===== src/rtl/wdcfg_pkg.sv =====
package wdcfg_pkg;

    localparam int BUS_W = 8;

    // key bytes written to the index port
    localparam logic [BUS_W-1:0] KEY_OPEN  = 8'h87;
    localparam logic [BUS_W-1:0] KEY_CLOSE = 8'hAA;

    // register indices
    localparam logic [BUS_W-1:0] IX_PAGE   = 8'h07;
    localparam logic [BUS_W-1:0] PAGE_WD   = 8'h08;
    localparam logic [BUS_W-1:0] IX_ENABLE = 8'h30;
    localparam logic [BUS_W-1:0] IX_UNIT   = 8'hF5;
    localparam logic [BUS_W-1:0] IX_COUNT  = 8'hF6;
    localparam logic [BUS_W-1:0] IX_ACT    = 8'hF7;

    // field positions
    localparam int EN_BIT    = 0;
    localparam int UNIT_BIT  = 3;
    localparam int KBD_BIT   = 6;
    localparam int MOUSE_BIT = 7;

    localparam logic [BUS_W-1:0] RD_SHUT = 8'hFF;

    typedef enum logic [1:0] {
        LK_SHUT = 2'd0,
        LK_HALF = 2'd1,
        LK_OPEN = 2'd2
    } lock_state_e;

    typedef struct packed {
        logic enable;
        logic unit_min;
        logic kbd_reload;
        logic mouse_reload;
    } wd_cfg_t;

    function automatic logic pick_tick(wd_cfg_t c, logic ts, logic tm);
        return c.unit_min ? tm : ts;
    endfunction

    function automatic logic act_hit(wd_cfg_t c, logic kb, logic ms);
        return (c.kbd_reload & kb) | (c.mouse_reload & ms);
    endfunction

endpackage


===== src/rtl/wdcfg_keylock.sv =====
module wdcfg_keylock
    import wdcfg_pkg::*;
(
    input  logic             clk,
    input  logic             rst,
    input  logic             idx_wr_i,
    input  logic             data_wr_i,
    input  logic [BUS_W-1:0] wdata_i,
    output logic             open_o,
    output logic [BUS_W-1:0] idx_o,
    output logic [BUS_W-1:0] page_o,
    output logic             page_ok_o
);

    lock_state_e      st_q;
    logic [BUS_W-1:0] idx_q;
    logic [BUS_W-1:0] page_q;

    always_ff @(posedge clk) begin
        if (rst) begin
            st_q   <= LK_SHUT;
            idx_q  <= '0;
            page_q <= '0;
        end else begin
            if (idx_wr_i) begin
                case (st_q)
                    LK_SHUT: st_q <= (wdata_i == KEY_OPEN) ? LK_HALF : LK_SHUT;
                    LK_HALF: st_q <= (wdata_i == KEY_OPEN) ? LK_OPEN : LK_SHUT;
                    LK_OPEN: begin
                        if (wdata_i == KEY_CLOSE) begin
                            st_q   <= LK_SHUT;
                            idx_q  <= '0;
                            page_q <= '0;
                        end else begin
                            idx_q <= wdata_i;
                        end
                    end
                    default: st_q <= LK_SHUT;
                endcase
            end
            if (data_wr_i && st_q == LK_OPEN && idx_q == IX_PAGE) begin
                page_q <= wdata_i;
            end
        end
    end

    assign open_o    = (st_q == LK_OPEN);
    assign idx_o     = idx_q;
    assign page_o    = page_q;
    assign page_ok_o = (page_q == PAGE_WD);

    // the space only opens on the edge of a key write
    assert_unlock_key_R2: assert property (@(posedge clk) disable iff (rst)
        (st_q == LK_OPEN && $past(st_q) != LK_OPEN) |-> $past(idx_wr_i && wdata_i == KEY_OPEN));

    // close key shuts the space and drops the page
    assert_close_clears_R3: assert property (@(posedge clk) disable iff (rst)
        (idx_wr_i && st_q == LK_OPEN && wdata_i == KEY_CLOSE) |=> (st_q == LK_SHUT && page_q == '0));

endmodule


===== src/rtl/wdcfg_regfile.sv =====
module wdcfg_regfile
    import wdcfg_pkg::*;
#(
    parameter int CNT_W = 8
) (
    input  logic             clk,
    input  logic             rst,
    input  logic             open_i,
    input  logic             page_ok_i,
    input  logic [BUS_W-1:0] idx_i,
    input  logic [BUS_W-1:0] page_i,
    input  logic             data_wr_i,
    input  logic [BUS_W-1:0] wdata_i,
    input  logic [CNT_W-1:0] count_i,
    output wd_cfg_t          cfg_o,
    output logic             load_o,
    output logic [CNT_W-1:0] load_val_o,
    output logic [BUS_W-1:0] rdata_o
);

    wd_cfg_t cfg_q;
    logic    wd_wr;

    assign wd_wr = data_wr_i && open_i && page_ok_i;

    always_ff @(posedge clk) begin
        if (rst) begin
            cfg_q <= '0;
        end else if (wd_wr) begin
            case (idx_i)
                IX_ENABLE: cfg_q.enable <= wdata_i[EN_BIT];
                IX_UNIT:   cfg_q.unit_min <= wdata_i[UNIT_BIT];
                IX_ACT: begin
                    cfg_q.kbd_reload   <= wdata_i[KBD_BIT];
                    cfg_q.mouse_reload <= wdata_i[MOUSE_BIT];
                end
                default: ;
            endcase
        end
    end

    assign cfg_o      = cfg_q;
    assign load_o     = wd_wr && (idx_i == IX_COUNT);
    assign load_val_o = wdata_i[CNT_W-1:0];

    always_comb begin
        rdata_o = '0;
        if (!open_i) begin
            rdata_o = RD_SHUT;
        end else if (idx_i == IX_PAGE) begin
            rdata_o = page_i;
        end else if (page_ok_i) begin
            case (idx_i)
                IX_ENABLE: rdata_o[EN_BIT] = cfg_q.enable;
                IX_UNIT:   rdata_o[UNIT_BIT] = cfg_q.unit_min;
                IX_COUNT:  rdata_o = BUS_W'(count_i);
                IX_ACT: begin
                    rdata_o[KBD_BIT]   = cfg_q.kbd_reload;
                    rdata_o[MOUSE_BIT] = cfg_q.mouse_reload;
                end
                default: rdata_o = '0;
            endcase
        end
    end

    // nothing changes while the space is shut
    assert_cfg_frozen_shut_R4: assert property (@(posedge clk) disable iff (rst)
        (!open_i) |=> $stable(cfg_q));

    // settings only move after an open, paged data write
    assert_cfg_needs_page_R5: assert property (@(posedge clk) disable iff (rst)
        (cfg_q != $past(cfg_q)) |-> $past(data_wr_i && open_i && page_ok_i));

endmodule


===== src/rtl/wdcfg_counter.sv =====
module wdcfg_counter #(
    parameter int CNT_W = 8
) (
    input  logic             clk,
    input  logic             rst,
    input  logic             en_i,
    input  logic             tick_i,
    input  logic             act_i,
    input  logic             load_i,
    input  logic [CNT_W-1:0] load_val_i,
    output logic [CNT_W-1:0] count_o,
    output logic             timeout_o
);

    localparam logic [CNT_W-1:0] ONE = CNT_W'(1);

    logic [CNT_W-1:0] cnt_q;
    logic [CNT_W-1:0] rld_q;
    logic             to_q;
    logic             live;

    assign live = en_i && (cnt_q != '0);

    always_ff @(posedge clk) begin
        if (rst) begin
            cnt_q <= '0;
            rld_q <= '0;
            to_q  <= 1'b0;
        end else begin
            to_q <= 1'b0;
            if (load_i) begin
                cnt_q <= load_val_i;
                rld_q <= load_val_i;
            end else if (live) begin
                if (act_i) begin
                    cnt_q <= rld_q;
                end else if (tick_i) begin
                    cnt_q <= cnt_q - ONE;
                    if (cnt_q == ONE) begin
                        to_q <= 1'b1;
                    end
                end
            end
        end
    end

    assign count_o   = cnt_q;
    assign timeout_o = to_q;

    // disabled counter holds unless the host loads it
    assert_hold_disabled_R13: assert property (@(posedge clk) disable iff (rst)
        (!en_i && !load_i) |=> $stable(cnt_q));

    // an unforced change is a single step down
    assert_single_step_R8: assert property (@(posedge clk) disable iff (rst)
        (!$past(load_i) && !$past(act_i) && cnt_q != $past(cnt_q)) |-> (cnt_q == $past(cnt_q) - ONE));

    // one-cycle pulse, only with the count at zero
    assert_pulse_width_R9: assert property (@(posedge clk) disable iff (rst)
        timeout_o |=> !timeout_o);
    assert_pulse_at_zero_R9: assert property (@(posedge clk) disable iff (rst)
        timeout_o |-> (cnt_q == '0));

    // a host load never ends in a timeout
    assert_load_quiet_R10: assert property (@(posedge clk) disable iff (rst)
        load_i |=> !timeout_o);

    // reload coinciding with a tick suppresses expiry
    assert_reload_wins_R12: assert property (@(posedge clk) disable iff (rst)
        (act_i && tick_i) |=> !timeout_o);

endmodule


===== src/rtl/keyed_wdog.sv =====
module keyed_wdog
    import wdcfg_pkg::*;
#(
    parameter int CNT_W = 8
) (
    input  logic             clk,
    input  logic             rst,
    input  logic             cfg_wr,
    input  logic             cfg_sel,
    input  logic [BUS_W-1:0] cfg_wdata,
    output logic [BUS_W-1:0] cfg_rdata,
    input  logic             tick_sec,
    input  logic             tick_min,
    input  logic             kbd_act,
    input  logic             mouse_act,
    output logic             wd_timeout
);

    logic             idx_wr, data_wr;
    logic             open_s, page_ok_s;
    logic [BUS_W-1:0] idx_s, page_s;
    wd_cfg_t          cfg_s;
    logic             load_s;
    logic [CNT_W-1:0] load_val_s, count_s;
    logic             tick_s, act_s;

    assign idx_wr  = cfg_wr && !cfg_sel;
    assign data_wr = cfg_wr &&  cfg_sel;

    wdcfg_keylock u_lock (
        .clk       (clk),
        .rst       (rst),
        .idx_wr_i  (idx_wr),
        .data_wr_i (data_wr),
        .wdata_i   (cfg_wdata),
        .open_o    (open_s),
        .idx_o     (idx_s),
        .page_o    (page_s),
        .page_ok_o (page_ok_s)
    );

    wdcfg_regfile #(.CNT_W(CNT_W)) u_regs (
        .clk        (clk),
        .rst        (rst),
        .open_i     (open_s),
        .page_ok_i  (page_ok_s),
        .idx_i      (idx_s),
        .page_i     (page_s),
        .data_wr_i  (data_wr),
        .wdata_i    (cfg_wdata),
        .count_i    (count_s),
        .cfg_o      (cfg_s),
        .load_o     (load_s),
        .load_val_o (load_val_s),
        .rdata_o    (cfg_rdata)
    );

    assign tick_s = pick_tick(cfg_s, tick_sec, tick_min);
    assign act_s  = act_hit(cfg_s, kbd_act, mouse_act);

    wdcfg_counter #(.CNT_W(CNT_W)) u_cnt (
        .clk        (clk),
        .rst        (rst),
        .en_i       (cfg_s.enable),
        .tick_i     (tick_s),
        .act_i      (act_s),
        .load_i     (load_s),
        .load_val_i (load_val_s),
        .count_o    (count_s),
        .timeout_o  (wd_timeout)
    );

endmodule


===== config.mk =====
export PLATFORM = sky130hd
export DESIGN_NAME = keyed_wdog
export DESIGN_NICKNAME = d
export VERILOG_FILES = /design/src/rtl/wdcfg_pkg.sv /design/src/rtl/wdcfg_keylock.sv /design/src/rtl/wdcfg_regfile.sv /design/src/rtl/wdcfg_counter.sv /design/src/rtl/keyed_wdog.sv
export SDC_FILE = /design/constraint.sdc
export NUM_CORES = 1
export LEC_CHECK = 0
export ABC_AREA = 1
export BUFFER_PORTS_ARGS = -buffer_cell sky130_fd_sc_hd__buf_2
export CAP_MARGIN = 40
export CORE_MARGIN = 2
export CORE_UTILIZATION = 53
export CTS_CLUSTER_DIAMETER = 120
export DETAILED_ROUTE_END_ITERATION = 6
export GPL_TIMING_DRIVEN = 0
export PLACE_DENSITY = 0.8
export SETUP_SLACK_MARGIN = 0.3
export SYNTH_ARGS = -nofsm -noshare
export SYNTH_HDL_FRONTEND = slang
export SYNTH_SLANG_ARGS = --single-unit

===== constraint.sdc =====
create_clock -name clk -period 1.3 [get_ports clk]
set_input_delay 0.065 -clock clk [delete_from_list [all_inputs] [get_ports clk]]
set_output_delay 0.065 -clock clk [all_outputs]
set_load 0.005 [all_outputs]

==> impl_metrics.toml, run 1 <==
[logic_synthesis]
yosysSeqAreaShare = 0.3369
yosys.area_share.simple = 0.4185
synth_cell_types = 28
yosys_warnings = 0
synth-adder-area-share = 0.01620
yosys-top-cells-area = "dfxtp_1 34%, nand2_1 13%, nand3_1 10%"
netlist_area_um2 = 2317
synth_top_family_by_area = "simple AND/OR/NAND/NOR gates"
syn_avg_cell_area_um2 = 6.621
ys_ff_latch = 39
synthMostInstantiatedCell = "nand2_1"
synth_compound_area_frac = 0.1290
netlist_top_cells_count = "83 x nand2_1, 48 x nand3_1, 43 x inv_1"
async_reset_ff_frac = 0
syn_inst = 350
synth_xor_area_frac = 0
yosys.area.top_type_share = 0.3369
synth_edf_count = 0
synth_mux_area_frac = 0
synth_top_area_cell = "dfxtp_1"
syn-num-nets = 369
synthFlopType = "dfxtp_1"

[place]
port_buffers = 24
dp_slack_ps = -212.0
routabilityCongestion = 0.9051
dpl-instance-area_um2 = 2631
dp_hpwl_um = 4759

[die]
ios = 25
fp.coreArea_um2 = 4294
dieArea_um2 = 4917
std_cell_rows = 24
start_util = 0.5396
die_y_um = 70.12
die_w_um = 70.12

[drt]
viasPerCell = 6.865
drtIter0Drc = 797
num_vias = 3295
route.antenna.remaining_nets = 0
wl_per_cell_um = 23.70
wirelength_um = 11380
dr.pass1.iters = 7
drc_errors = 29

[timing]
slew_viol_final = 0
fin_crit_ps = 1841
rsz0062_at_grt = "yes"
setup_violations = 45
worst_pin_slew_ps = 791.8
relSlewSlack = 0.4722
finalClockSkew_ps = 17.71
fmax_mhz = 543.2
setup_slack_ps = -540.8
post-route-period-util = 1.416
whs_ps = 55.46
hold_viol = 0

[worst_setup_path]
critical_path_class = "flop to output pin"
endpoint_kind = "output pin"
r2r_cells = 9
crit_required_ps = 1240
critPathLaunchType = "flop"
crit_fanout = 4
cp.arrival_ps = 1780
reg2reg_to = "u_cnt.count_o[7]"
r2r_start = "u_lock.idx_o[5]"
rrSetupSlack_ps = -450

[min_path]
hold_start = "cfg_wdata[6]"
hp-class = "input pin to flop"
hold-path-cell-count = 3
whs_endpoint = "u_cnt.rld_q[6]"

[final_layout]
stdcell_area_um2 = 3646
fin_nets = 446
drive_gt1_frac = 0.5257
n_fill_cell = 211
synthToLayoutAreaGrowth_pct = 57.34
diodes = 0
fin_util = 0.8491

[clock_network]
cts_root_buffer = "clkbuf_8"
clk_latency_ps = 310
clk_path_buf_depth = 2
cts_tree = "done"
cts_buffers = 5
cts_sinks = 39
h-tree-depth = 2
clkSlewWorstSetupHoldPaths_ps = 90

[global_routing]
grt_pass1_vias = 2693
antenna_found_initial = 0
grt_pass1_wl_um = 12650
grt_max_degree = 12
grt.total_usage = 0.3246
globalRoute.totalOverflow = 0

[power]
p_leak_nw = 1.409
p_total_mw = 2.451
irDropWorstVdd_mv = 0.5413
p_per_area_nw_per_um2 = 672.2

[job]
drv_cap = 0

[outcome]
violations = "design-rule violations, negative setup slack"
status = "finished with violations"
==> how the worst max path moves through the flow <==
stage	slack, ps	cells past startpoint	startpoint	endpoint
after floorplan	-7	9	u_lock.idx_o[2]	u_lock.page_o[1]
after global placement	-160	7	u_lock.idx_o[7]	cfg_rdata[7]
after detailed placement	-210	9	u_lock.page_o[2]	u_cnt.count_o[6]
after CTS	-340	7	u_lock.idx_o[6]	cfg_rdata[7]
after global routing	-550	8	u_lock.idx_o[5]	cfg_rdata[7]
final	-540	6	u_lock.page_o[4]	cfg_rdata[2]
==> power breakdown <==
| group | switching, mW | total, mW | internal, mW |
|---|---|---|---|
| registers | 0.0139 | 1.21 | 1.19 |
| clock network | 0.466 | 0.951 | 0.486 |
| logic | 0.183 | 0.292 | 0.109 |
| total | 0.662 | 2.45 | 1.79 |
==> through the flow <==
stage | TNS (ps) | std cells
final | -13340 | 480
after global placement | -3191 | 426
after floorplan | -28.81 | 350
after CTS | -6630 | 461
after global routing | -14290 | 480
after detailed placement | -3895 | 426
==> flip-flops by register name (all words and copies together), names as in the netlist <==
| signal | count |
|---|---|
| u_lock.page_o | 8 |
| u_cnt.timeout_o | 1 |
| u_cnt.rld_q | 8 |
| u_regs.cfg_o | 4 |
| u_lock.st_q | 2 |
| u_cnt.count_o | 8 |
| u_lock.idx_o | 8 |
==> final cells by class <==
class | instances | area (um2) | share of cell area
timing repair inverter | 1 | 7.507 | 0.002059
sequential | 39 | 815.8 | 0.2237
buffer | 9 | 90.09 | 0.02471
multi-input combinational | 261 | 1838 | 0.5041
inverter | 43 | 180.2 | 0.04942
tap | 52 | 65.06 | 0.01784
timing repair buffer | 67 | 549.3 | 0.1507
clock buffer | 8 | 100.1 | 0.02745
==> critical path, cell delays in order, from the launching register on <==
cell and delay, ps:
dfxtp_1 350, nor2_1 170, nand2_1 120, nor2_4 140, inv_1 140, o311ai_2 370, buf_2 190
==> cell usage in the layout, fill, tap and decap left out, drive strengths merged <==
| master | instances |
|---|---|
| a21oi | 33 |
| and2 | 1 |
| buf | 73 |
| clkbuf | 11 |
| clkinvlp | 2 |
| dfxtp | 39 |
| ha | 3 |
| inv | 42 |
| nand2 | 86 |
| nand3 | 54 |
| nand3b | 1 |
| nand4 | 5 |
| nor2 | 41 |
| nor3 | 6 |
| nor3b | 1 |
| nor4 | 3 |
| o21ai | 16 |
| o22ai | 3 |
| o311ai | 4 |
| or2 | 4 |
==> metal layers <==
| layer | vias to the layer above | global-route usage | part of all wire |
|---|---|---|---|
| met1 | 1497 | 0.3935 | 0.33 |
| met3 | 124 | 0.07648 | 0.14 |
| met2 | 364 | 0.5524 | 0.44 |
| met5 | - | 0 | 0 |
| li1 | 1310 | - | - |
| met4 | 0 | 0.1303 | 0.092 |
==> kinds of logic after synthesis <==
group	after synthesis
and+or+nand+nor	200
AOI/OAI and AO/OA	56
buffers and inverters	52
DFF	39
adders and majority gates	3
==> repair_timing <==
item	4_1_cts	5_1_grt
hold buffers	0	0
gates resized for setup	47	104
buffers inserted	23	18
setup endpoints to repair	47	47
cloned	4	1
pin swaps	25	27
Power figures use the tool's default switching activity.
==> run 2: changes to the inputs <==
--- a/config.mk
+++ b/config.mk
@@ -13,6 +13,7 @@
 export CTS_CLUSTER_DIAMETER = 120
 export DETAILED_ROUTE_END_ITERATION = 6
 export GPL_TIMING_DRIVEN = 0
+export MAX_ROUTING_LAYER = met4
 export PLACE_DENSITY = 0.8
 export SETUP_SLACK_MARGIN = 0.3
 export SYNTH_ARGS = -nofsm -noshare
==> run 2 against run 1 <==
- the run ends with negative setup slack left
- largest cell class unchanged
- via count shrank 2.9%
- core utilization shrank 0.50 points
- sequential power is essentially flat
- combinational power shrank 2%
==> impl_metrics.toml, run 2 (same netlist as run 1, synthesis figures left out) <==
[drt]
drc_errors = 0
wirelength_um = 10510
route.antenna.remaining_nets = 0
drtIter0Drc = 556
top_layer = "met4"
wl_met3_um = 1292
wl_per_cell_um = 22.35
num_vias = 3199
wl_met1_um = 3806
dr.pass1.iters = 6
met2_length_um = 4733
viasPerCell = 6.806

[power]
irDropWorstVdd_mv = 0.6291
combPwrFrac = 0.126
clockPowerShare = 0.343
p_per_area_nw_per_um2 = 629.1
p_switching_uw = 623.6
p_leak_nw = 1.422
p_int_mw = 1.657
power_frac_seq = 0.531
swShare = 0.2735
p_total_mw = 2.280

[clock_network]
clk_latency_ps = 300
cts_buffers = 5
hold_buffers = 0
clkSlewWorstSetupHoldPaths_ps = 70
h-tree-depth = 2
cts_sinks = 39
cts_tree = "done"
cts_root_buffer = "clkbuf_8"
clk_path_buf_depth = 2

[min_path]
hp-class = "input pin to flop"

[timing]
worst_pin_slew_ps = 878.8
rsz0062_at_grt = "yes"
setup_violations = 46
finalClockSkew_ps = 6.280
hold_viol = 0
fmax_mhz = 564.2
fin_crit_ps = 1773
setup_slack_ps = -472.6
slew_viol_final = 0
relSlewSlack = 0.4141
post-route-period-util = 1.364
whs_ps = 54.01

[global_routing]
grt_max_degree = 11
antenna_found_initial = 0
grt.total_usage = 0.3479
grt_pass1_vias = 2722
globalRoute.totalOverflow = 0
grt_pass1_wl_um = 13120

[place]
routabilityCongestion = 0.9224
port_buffers = 24
dp_hpwl_um = 4631

[final_layout]
n_fill_cell = 207
diodes = 0
most-common-layout-cells = "48 x nand2_1, 26 x inv_1, 26 x nand3_1"
seq_area_um2 = 814.5
fin_nets = 438
layout_commonest_cell = "nand2_1"
synthToLayoutAreaGrowth_pct = 56.43
multi_input_area_um2 = 1921
drive_gt1_frac = 0.5526

[worst_setup_path]
slowest_delay_ps = 400
endpoint_kind = "output pin"
critPathLaunchType = "flop"
slowest_stage = "dfxtp_4"
rrSetupSlack_ps = -440
crit_chain = "nand2_4 -> nor2_4 -> nand3_4 -> o22ai_1 -> nand2_1 -> nand3_2 -> buf_2"
crit_required_ps = 1240
crit_fanout = 5
critical_path_class = "flop to output pin"
cp.arrival_ps = 1710

[outcome]
violations = "negative setup slack"
status = "finished with violations"

[die]
dieArea_um2 = 4917
die_y_um = 70.12
ios = 25
start_util = 0.5396
fp.coreArea_um2 = 4294
std_cell_rows = 24
die_w_um = 70.12

[job]
drv_cap = 0
## run 2: area by class of cell
| cell class | count | area share |
|---|---|---|
| Clock buffer | 6 | 0.02002 |
| Sequential cell | 39 | 0.2247 |
| Timing Repair inverter | 1 | 0.002071 |
| Timing Repair Buffer | 59 | 0.1332 |
| Multi-Input combinational cell | 261 | 0.5299 |
| Inverter | 43 | 0.04902 |
| Tap cell | 52 | 0.01795 |
| Buffer | 9 | 0.02313 |
## run 2: power groups by stage
stage               registers (mW)  clock network (mW)  logic [mW]
floorplan                     1.24                   0      0.0890
global placement              1.24                   0       0.170
detailed placement            1.24                   0       0.174
CTS                           1.21               0.772       0.214
global route                  1.21               0.828       0.294
finish                        1.21               0.781       0.287
## run 2: worst max-delay path: cells and delay by family (launching register included)
family / cells / cell delay (ps)
flops: 1 / 400
simple gates: 5 / 690
buf+inv: 1 / 110
compound gates: 1 / 210
## run 2: worst paths after layout
check | startpoint | cells after the start | end
max | u_lock.idx_o[7] | 7 | cfg_rdata[0]
min | cfg_wdata[6] | 3 | u_cnt.rld_q[6]
max reg2reg | u_lock.idx_o[1] | 10 | u_cnt.count_o[4]
min reg2reg | u_lock.idx_o[1] | 2 | u_lock.idx_o[1]
## run 2: what timing repair did
item                       in CTS  in global routing
setup buffers                  25                  8
pin swaps                      49                 42
cloned                          3                  2
setup endpoints to repair      47                 47
resized for setup              81                 91
## run 2: per-stage QoR
step	worst slack (ps)	instances	setup TNS [ps]	util	area [um2]
3_5_place_dp	-186.7	426	-3863	0.6128	2631
3_3_place_gp	-164.8	426	-3122	0.6128	2631
6_report	-472.6	470	-12530	0.8441	3625
5_1_grt	-534.9	470	-15010	0.8441	3625
4_1_cts	-331.7	460	-6622	0.7509	3224
2_1_floorplan	-6.558	350	-28.81	-	2446
## run 2: per-layer routing
metal / vias to the layer above / GRT usage
met5: - / -
met4: 0 / 0.1581
met3: 96 / 0.08081
met2: 306 / 0.5545
met1: 1493 / 0.4188
li1: 1304 / -
==> run 3: changes to the inputs <==
--- a/config.mk
+++ b/config.mk
@@ -9,12 +9,12 @@
 export BUFFER_PORTS_ARGS = -buffer_cell sky130_fd_sc_hd__buf_2
 export CAP_MARGIN = 40
 export CORE_MARGIN = 2
-export CORE_UTILIZATION = 53
+export CORE_UTILIZATION = 58
 export CTS_CLUSTER_DIAMETER = 120
 export DETAILED_ROUTE_END_ITERATION = 6
 export GPL_TIMING_DRIVEN = 0
 export MAX_ROUTING_LAYER = met4
-export PLACE_DENSITY = 0.8
+export PLACE_DENSITY = 0.83
 export SETUP_SLACK_MARGIN = 0.3
 export SYNTH_ARGS = -nofsm -noshare
 export SYNTH_HDL_FRONTEND = slang
==> constraint.sdc (replaced) <==
create_clock -name clk -period 1.97 [get_ports clk]
set_input_delay 0.0985 -clock clk [delete_from_list [all_inputs] [get_ports clk]]
set_output_delay 0.0985 -clock clk [all_outputs]
set_load 0.005 [all_outputs]
==> run 3 against run 2 <==
- the flow now finishes without violations
- flip-flop and latch count stayed put
- worst setup slack better by 560 ps
- register-to-register slack better by 690 ps
- combinational power is 55% lower
- core utilization is 6.5 points lower
- power is 32% lower
- die area is 8.1% lower
- worst hold slack better by 50 ps
- clock power is 20% lower
==> impl_metrics.toml, run 3 (same netlist as run 1, synthesis figures left out) <==
[drt]
wirelength_um = 7857
dr.pass1.iters = 7
drtIter0Drc = 374
wl_per_cell_um = 17.50
num_vias = 2809
viasPerCell = 6.256
drc_errors = 0
route.antenna.remaining_nets = 0

[outcome]
status = "complete, no violations"

[final_layout]
fin_nets = 419
fin_util = 0.7791
synthToLayoutAreaGrowth_pct = 25.86
drive_gt1_frac = 0.2718
most-common-layout-cells = "74 x nand2_1, 45 x nand3_1, 39 x inv_1"
layout_commonest_cell = "nand2_1"
diodes = 0

[clock_network]
cts_buffers = 5
hold_buffers = 0
clk_latency_ps = 310
cts_tree = "done"
cts_root_buffer = "clkbuf_8"
clk_path_buf_depth = 2
clkSlewWorstSetupHoldPaths_ps = 80
cts_sinks = 39
h-tree-depth = 2

[min_path]
hp-class = "input pin to flop"

[timing]
fin_crit_ps = 1882
slew_viol_final = 0
relSlewSlack = 0.5593
post-route-period-util = 0.9555
fmax_mhz = 531.3
finalClockSkew_ps = 15.83
hold_viol = 0
rsz0062_at_grt = "yes"
setup_slack_ps = 87.67
worst_pin_slew_ps = 661.0
setup_violations = 0
finalSetupTns_ps = 0

[power]
combPwrFrac = 0.084
clockPowerShare = 0.401
power_frac_seq = 0.515
p_leak_nw = 1.173
swShare = 0.2548
p_int_mw = 1.158
irDropWorstVdd_mv = 0.4763
p_per_area_nw_per_um2 = 532.9
p_switching_uw = 396.0

[global_routing]
globalRoute.totalOverflow = 0
use_met2 = 0.5087
grt_pass1_wl_um = 10980
use_met3 = 0.06667
grt_use_met1 = 0.4391
antenna_found_initial = 0
grt-busiest-layer = "met2"
grt_max_degree = 13
grt_pass1_vias = 2295
grt.total_usage = 0.3430

[worst_setup_path]
crit_fanout = 5
critical_path_class = "flop to output pin"
critPathLaunchType = "flop"
cp.arrival_ps = 1780
crit_required_ps = 1870
endpoint_kind = "output pin"

[place]
port_buffers = 24
dp_slack_ps = 266.0
dp_hpwl_um = 4633
routabilityCongestion = 0.9268

[die]
die_w_um = 67.21
start_util = 0.6190
ios = 25
fp.coreArea_um2 = 3744
std_cell_rows = 22
dieArea_um2 = 4517
die_y_um = 67.21

[job]
drv_cap = 0
==> run 3: changes by cell type in the layout (fill, tap and decap cells not counted), moves of 10 or more <==
cell	change
a21oi_1	+24
nand2_4	-17
nand3_1	+19
dfxtp_1	+12
dfxtp_2	-10
a21oi_2	-24
inv_1	+13
nand2_1	+26
buf_6	-14
nand3_2	-15
==> run 3: critical path, cell delays in order, from the launching register on <==
cell and delay (ps):
dfxtp_2 380, nand2_2 100, nor2_4 240, nand4_1 250
o22ai_2 160, nand2_1 80, nand3_1 130, buf_2 140
==> run 3: layout make-up <==
cell class / instances / area, um2
multi-input cells: 262 / 1475
plain buffers: 9 / 68.82
clock inverters: 1 / 7.507
flip-flops and latches: 39 / 794.5
well taps: 48 / 60.06
fillers: 273 / 827.0
repair buffers: 40 / 252.7
inverters: 43 / 161.4
clock buffers: 7 / 96.34
==> run 3: timing repair <==
action / 4_1_cts / 5_1_grt
setup endpoints to repair: 11 / 20
buffers inserted: 6 / 10
cloned: 0 / 3
gates resized for setup: 23 / 23
pin swaps: 10 / 8
hold endpoints to repair: 0 / 0
==> run 3: metal layers <==
layer / share of wire / up-vias
met3: 0.13 / 53
met4: 0.055 / 0
met5: 0 / -
met1: 0.38 / 1272
li1: - / 1262
met2: 0.44 / 222
==> run 3: worst paths after layout <==
path | from | to | slack (ps) | cells after the start
setup / recovery | u_lock.idx_o[5] | cfg_rdata[3] | 90 | 7
hold / removal | cfg_wdata[1] | u_lock.page_o[1] | 100 | 3
setup reg to reg | u_lock.idx_o[5] | u_cnt.count_o[0] | 250 | 9
hold reg to reg | u_cnt.rld_q[3] | u_cnt.rld_q[3] | 470 | 2
==> run 3: power by group through the flow <==
stage / registers [mW] / logic, mW / clock network (mW)
2_1_floorplan: 0.817 / 0.0517 / 0
3_3_place_gp: 0.818 / 0.105 / 0
3_5_place_dp: 0.818 / 0.106 / 0
4_1_cts: 0.799 / 0.115 / 0.619
5_1_grt: 0.800 / 0.137 / 0.648
6_report: 0.800 / 0.130 / 0.624
==> run 3: per-stage QoR <==
| stage | std cells | power [mW] | instance area, um2 | hold WS (ps) |
|---|---|---|---|---|
| finish | 449 | 1.554 | 2917 | 104.2 |
| global route | 449 | 1.585 | 2917 | 119.0 |
| CTS | 436 | 1.533 | 2724 | 101.1 |
| detailed placement | 422 | 0.9234 | 2497 | 420.4 |
| global placement | 422 | 0.9224 | 2497 | 417.7 |
| floorplan | 350 | 0.8683 | 2317 | 233.4 |
